===== src/rtl/adc_conv_seq.sv =====
`timescale 1ns/1ps
module adc_conv_seq #(
  parameter int RES_W         = 16,
  parameter int CH_W          = 2,
  parameter int RUN_TICKS     = 811,
  parameter int STBY_TICKS    = 812,
  parameter int POL_WIN_TICKS = 41
) (
  input  logic             clk,
  input  logic             rst_n,
  input  logic             conv,
  input  logic [CH_W-1:0]  chan_in,
  input  logic             bipolar,
  input  logic [RES_W-1:0] filt_in,
  input  logic             rd_done,
  output logic [CH_W-1:0]  chan_out,
  output logic [RES_W-1:0] result,
  output logic             drdy_n
);
  localparam int CNT_W = $clog2(STBY_TICKS);
  localparam logic [CNT_W-1:0] LOAD_RUN  = CNT_W'(RUN_TICKS - 1);
  localparam logic [CNT_W-1:0] LOAD_STBY = CNT_W'(STBY_TICKS - 1);
  localparam logic [CNT_W-1:0] WIN_AT    = CNT_W'(POL_WIN_TICKS);
  localparam logic [CNT_W-1:0] ONE       = CNT_W'(1);
  localparam logic [RES_W-1:0] OFFSET    = RES_W'(1) << (RES_W - 1);

  logic             ph, busy, conv_prev, pol_q;
  logic [CNT_W-1:0] cnt;
  logic [CH_W-1:0]  chan_cur;

  wire tick      = ph;
  wire conv_rise = conv & ~conv_prev;
  wire last      = busy & (cnt == '0);

  always_ff @(posedge clk or negedge rst_n) begin
    if (!rst_n) begin
      ph        <= 1'b0;
      busy      <= 1'b0;
      conv_prev <= 1'b0;
      pol_q     <= 1'b0;
      cnt       <= '0;
      chan_cur  <= '0;
      chan_out  <= '0;
      result    <= '0;
      drdy_n    <= 1'b1;
    end else begin
      ph <= ~ph;
      if (rd_done) drdy_n <= 1'b1;
      if (tick) begin
        conv_prev <= conv;
        if (!busy) begin
          if (conv) begin
            busy     <= 1'b1;
            cnt      <= LOAD_STBY;
            chan_cur <= chan_in;
            pol_q    <= bipolar;
          end
        end else if (last) begin
          result   <= pol_q ? filt_in + OFFSET : filt_in;
          chan_out <= chan_cur;
          drdy_n   <= 1'b0;
          if (conv) begin
            cnt      <= LOAD_RUN;
            chan_cur <= chan_in;
          end else begin
            busy <= 1'b0;
          end
        end else if (conv_rise) begin
          cnt      <= LOAD_RUN;
          chan_cur <= chan_in;
        end else begin
          cnt <= cnt - ONE;
          if (cnt == ONE)    drdy_n <= 1'b1;
          if (cnt == WIN_AT) pol_q  <= bipolar;
        end
      end
    end
  end

  AST_FALL_ON_TICK: assert property (@(posedge clk) disable iff (!rst_n)
    $fell(drdy_n) |-> !ph);

  AST_CNT_BOUND: assert property (@(posedge clk) disable iff (!rst_n)
    cnt <= LOAD_STBY);

  AST_NO_RESULT_IDLE: assert property (@(posedge clk) disable iff (!rst_n)
    !busy |=> !$fell(drdy_n));

  AST_DATA_WITH_FLAG: assert property (@(posedge clk) disable iff (!rst_n)
    !$stable(result) |-> $fell(drdy_n));

  AST_READ_RELEASE: assert property (@(posedge clk) disable iff (!rst_n)
    (rd_done && !(tick && last)) |=> drdy_n);
endmodule


===== config.mk =====
export PLATFORM = sky130hd
export DESIGN_NAME = adc_conv_seq
export DESIGN_NICKNAME = d
export VERILOG_FILES = /design/src/rtl/adc_conv_seq.sv
export SDC_FILE = /design/constraint.sdc
export NUM_CORES = 1
export LEC_CHECK = 0
export BUFFER_PORTS_ARGS = -buffer_cell sky130_fd_sc_hd__buf_2
export CORE_MARGIN = 2
export CORE_UTILIZATION = 45
export DETAILED_ROUTE_END_ITERATION = 10
export GPL_ROUTABILITY_DRIVEN = 0
export PLACE_DENSITY = 0.69
export SYNTH_ARGS = -nofsm -noshare
export SYNTH_HDL_FRONTEND = slang
export SYNTH_SLANG_ARGS = --single-unit

===== constraint.sdc =====
create_clock -name clk -period 3.2 [get_ports clk]
set_clock_uncertainty 0.15 [all_clocks]
set_input_delay 0.48 -clock clk [delete_from_list [all_inputs] [get_ports clk]]
set_output_delay 0.48 -clock clk [all_outputs]
set_load 0.01 [all_outputs]

# Word level (Yosys, flattened, before mapping)
# Cells that the tools add are included.
# totals
ff_bits	35
input_bits	23
out_inout_bits	19
elab_cells	52
# op_classes
add_sub_neg	2
n_eq_ne	7
mux	24
bitwise	4
n_reduce_logical	6
# op_table
operator	n
2-to-1 mux 10 bit	5
adder 16 bit (second input constant)	1
2-to-1 mux 16 bit	1
2-to-1 mux 1 bit	14
equality test 10 x 1 -> 1 bit (second input constant)	1
equality test 10 x 6 -> 1 bit (second input constant)	1
zero test 10 bit	1
subtractor 10 x 1 -> 10 bit (second input constant)	1
2-to-1 mux 2 bit	4
!= test 2 bit (second input constant)	3
AND reduction 3 bit	2
AND reduction 5 bit	1
!= test 3 x 1 -> 1 bit (second input constant)	1
AND 1 bit	2
!= test 2 x 1 -> 1 bit (second input constant)	1
NOT 1 bit	2
AND reduction 2 bit	1
nonzero test 2 bit	1

# Longest topological paths before layout
# depth
word_depth	6
depth_mapped	8
depth_no_buf	7

# Worst setup path after synthesis
# OpenSTA, ideal clock, no wires.
# synth_timing
kind	reg2reg
startpoint	register cnt[0]
endpoint	register chan_out[1]
setup_time_ns	0.125
t_arrival_ns	1.929
required_ns	2.925
slack_ns	0.996
path_stages_with_launch	8
path_buffers	1
period_less_slack_ns	2.204
cell_sequence	dfrtp_1 -> inv_1 -> ha_1 -> or3b_2 -> nor3_4 -> nand2_2 -> buf_6 -> mux2_4
# synth_between
elab_chain_cells	3
# synth_rtl
element	line	text
start, declared	28	logic [CNT_W-1:0] cnt;
start signal, assigned	72	cnt <= cnt - ONE;
zero test 10 bit	33	wire last = busy & (cnt == '0);
AND 1 bit	33	
AND reduction 3 bit (no source line)	n/a	
end signal, assigned	60	chan_out <= chan_cur;
end, declared	16	output logic [CH_W-1:0] chan_out,
# No other way between the ends.
# A chain may end at the register's enable or synchronous reset.

# Worst setup path after layout
# layout_timing
startpoint	register cnt[0]
endpoint	register result[4]
# layout_between
elab_chain_cells	3
# layout_rtl
element	line	text
zero test 10 bit	33	
AND 1 bit	33	
AND reduction 3 bit (no source line)	n/a	
end signal, assigned	59	result <= pol_q ? filt_in + OFFSET : filt_in;
end, declared	17	output logic [RES_W-1:0] result,
# No other way between the ends.

==> results.cfg <==
[detailed_routing]
drt-pass1-iter-count = 4
wirelength_um = 3403
drt_iter0_drc = 68
via_per_inst = 5.336
wl_per_cell_um = 14.48
vias = 1254
drc_errors = 0
ant_nets = 0

[worst_setup_path]
crit_path_end_kind = flip-flop
crit_type = flip-flop to flip-flop
crit_start = cnt[0]$_DFFE_PN0P_
cp.required_ns = 3.21
rr_worst_depth = 6
worstPathArrival_ns = 2.68
slowest_stage = or3b_2
cp_cell_sequence = inv_1 -> ha_1 -> or3b_2 -> nor3_4 -> nand2_2 -> mux2_4
r2r_start = cnt[0]$_DFFE_PN0P_
critPathMaxStageDelay_ns = 0.55
critPathMaxFanout = 20
rrSetupSlack_ns = 0.54
start_kind = flip-flop

[synthesis]
avgSynthCellArea_um2 = 11.94
synthCells = 142
synth_top_area_share_pct = 50.18
synth_warnings = 0
synth.largest_area_cell = dfrtp_1
ys_types = 42
syn-num-nets = 167
synth_area_leaders = dfrtp_1, mux2_4, nand2_1
synth_area_um2 = 1695
ys_seq_area_share_pct = 51.73
ys_ff_latch = 35

[final_layout]
final_util_pct = 55.65
areaGrowthSynthToFinish_pct = 19.26
drive_above_1_share_pct = 39.04
antenna_cells = 0
fin_nets = 212
multi_input_area_um2 = 777.0
fin_area_um2 = 2022
seqCellArea_um2 = 877.1
fillers = 318

[timing]
worst_pin_slew_ns = 0.7225
hold_slack_ns = 0.1080
timing.final.ws_setup_ns = 0.5353
period_share_pct = 83.27
slew_violations = 0
fmax_mhz = 375.3
slew_headroom_pct = 51.32
setup_viol = 0
final_hold_viol_count = 0
rsz0062_at_grt = false
final.min_clock_period_ns = 2.665
fin_tns_setup_ns = 0

[placed_design]
portBuffers = 41
post-place-ws_ns = 0.5550
placed_cell_area_um2 = 1934
place_hpwl_um = 2490

[power_and_ir_drop]
power.leakage_nw = 0.9904
cellPowerDensity_nw_per_um2 = 506.4
vdd_drop_max_v = 0.0002406

[clock_network]
cts-htree-levels = 2
clockRootBuffer = clkbuf_8
ctsHoldBuffers = 0
postCtsSetupRepairBufs = 0
clk_path_buf_depth = 2
ctsResizeCount = 0
numCtsBuffers = 5
clk_pin_slew_worst_paths_ns = 0.07
clk_latency_ns = 0.28
clock_sinks = 35
cts_tree = done

[run]
drv_cap = 0

[die]
rows = 22
die_area_um2 = 4275
coreArea_um2 = 3633
ios = 42
dieWidth_um = 65.38
start_util_pct = 46.66
die_h_um = 65.38

[global_route]
overflow = 0
antenna_found_initial = 0
grt_pass1_wl_um = 5837
grt.total_usage_pct = 17.91
grt_max_degree = 36
grt_pass1_vias = 1248

[hold_path]
hp-class = input pin to asynchronous set/reset pin

[outcome]
outcome = finished clean
==> through the flow <==
stage,instances,power [mW]
2_1_floorplan,142,0.6484
3_3_place_gp,228,0.7051
3_5_place_dp,228,0.7148
4_1_cts,235,1.039
5_1_grt,235,1.093
6_report,235,1.024
==> final cells by class <==
type / instances / area share [%]
multi-input combinational: 100 / 38.43
sequential: 35 / 43.38
tap: 48 / 2.970
clock inverter: 1 / 0.2475
clock buffer: 6 / 4.084
timing repair buffer: 41 / 10.15
inverter: 4 / 0.7426
==> critical path: cells and delay by family, from the launching register on <==
kind	cells	cell delay [ns]
buf+inv	1	0.13
fa+ha+maj	1	0.25
simple gates	3	1.16
mux	1	0.43
flops	1	0.42
==> synthesized netlist by cell type <==
master	number
nor4_1	1
o311a_1	1
and2_1	2
nand2_2	1
dfstp_2	1
a21oi_1	5
or4_1	1
xor2_1	1
a21o_1	1
a211oi_1	2
a22oi_1	1
buf_6	2
nor2_1	9
or3_1	2
mux2_2	1
a31oi_1	2
nand2b_1	1
or4_4	1
or2_2	1
nand2_1	18
o2111ai_1	1
a41oi_1	1
ha_1	2
a311oi_1	1
o21a_1	1
mux2_4	17
nor3_4	1
o311ai_0	1
inv_1	4
or3b_2	1
nand4bb_1	1
dfrtp_1	34
nor3_1	3
o31a_1	1
nand3_1	4
clkbuf_1	1
xnor2_1	3
o31ai_1	1
o31ai_4	1
o21ai_0	7
o211ai_1	1
a2111oi_0	1
==> layout by cell type, fill, tap and decap left out, drive strengths merged, types with 2 or more instances in the layout <==
| cell | instances |
|---|---|
| buf | 41 |
| dfrtp | 34 |
| xnor2 | 3 |
| clkbuf | 6 |
| or3 | 2 |
| nand2 | 19 |
| a21oi | 5 |
| ha | 2 |
| nand3 | 4 |
| or4 | 2 |
| and2 | 2 |
| mux2 | 18 |
| nor2 | 9 |
| inv | 4 |
| o31ai | 2 |
| o21ai | 7 |
| a211oi | 2 |
| a31oi | 2 |
| nor3 | 4 |
==> state kept, by name (all words and copies together) (netlist names) <==
register,flops
result,16
cnt,10
chan_cur,2
chan_out,2
busy,1
conv_prev,1
drdy_n,1
ph,1
pol_q,1
==> power breakdown <==
part           total (mW)  switching, mW  internal (mW)  leakage [nW]
Sequential          0.524         0.0421          0.482         0.404
Combinational       0.186         0.0987         0.0871         0.539
Clock               0.314          0.145          0.169        0.0470
Total                1.02          0.286          0.738         0.990
==> worst paths after layout <==
check                                               end
worst max-delay path              result[4]$_DFFE_PN0P_
worst min-delay path              result[3]$_DFFE_PN0P_
worst max register to register    result[4]$_DFFE_PN0P_
worst min register to register  chan_cur[1]$_DFFE_PN0P_
max in group asynchronous            cnt[6]$_DFFE_PN0P_
min in group clk                chan_cur[1]$_DFFE_PN0P_
==> logic make-up after synthesis <==
logic type,share of synthesized area (%)
AND/OR/NAND/NOR,14.24
flip-flops,51.73
AO/OA/AOI/OAI,12.33
multiplexers,15.72
buffers and inverters,2.435
XOR/XNOR,2.067
adder cells (fa/ha/maj),1.476
==> routing by layer <==
| metal | vias up | wire length [um] | part of all wire, % | track usage [%] |
|---|---|---|---|---|
| met1 | 583 | 1441 | 42 | 21.89 |
| li1 | 600 | - | - | - |
| met2 | 63 | 1610 | 47 | 28.44 |
| met3 | 8 | 292 | 8.6 | 6.507 |
| met5 | - | 0 | 0 | 0 |
| met4 | 0 | 59 | 1.7 | 7.813 |
Power figures use the tool's default switching activity.
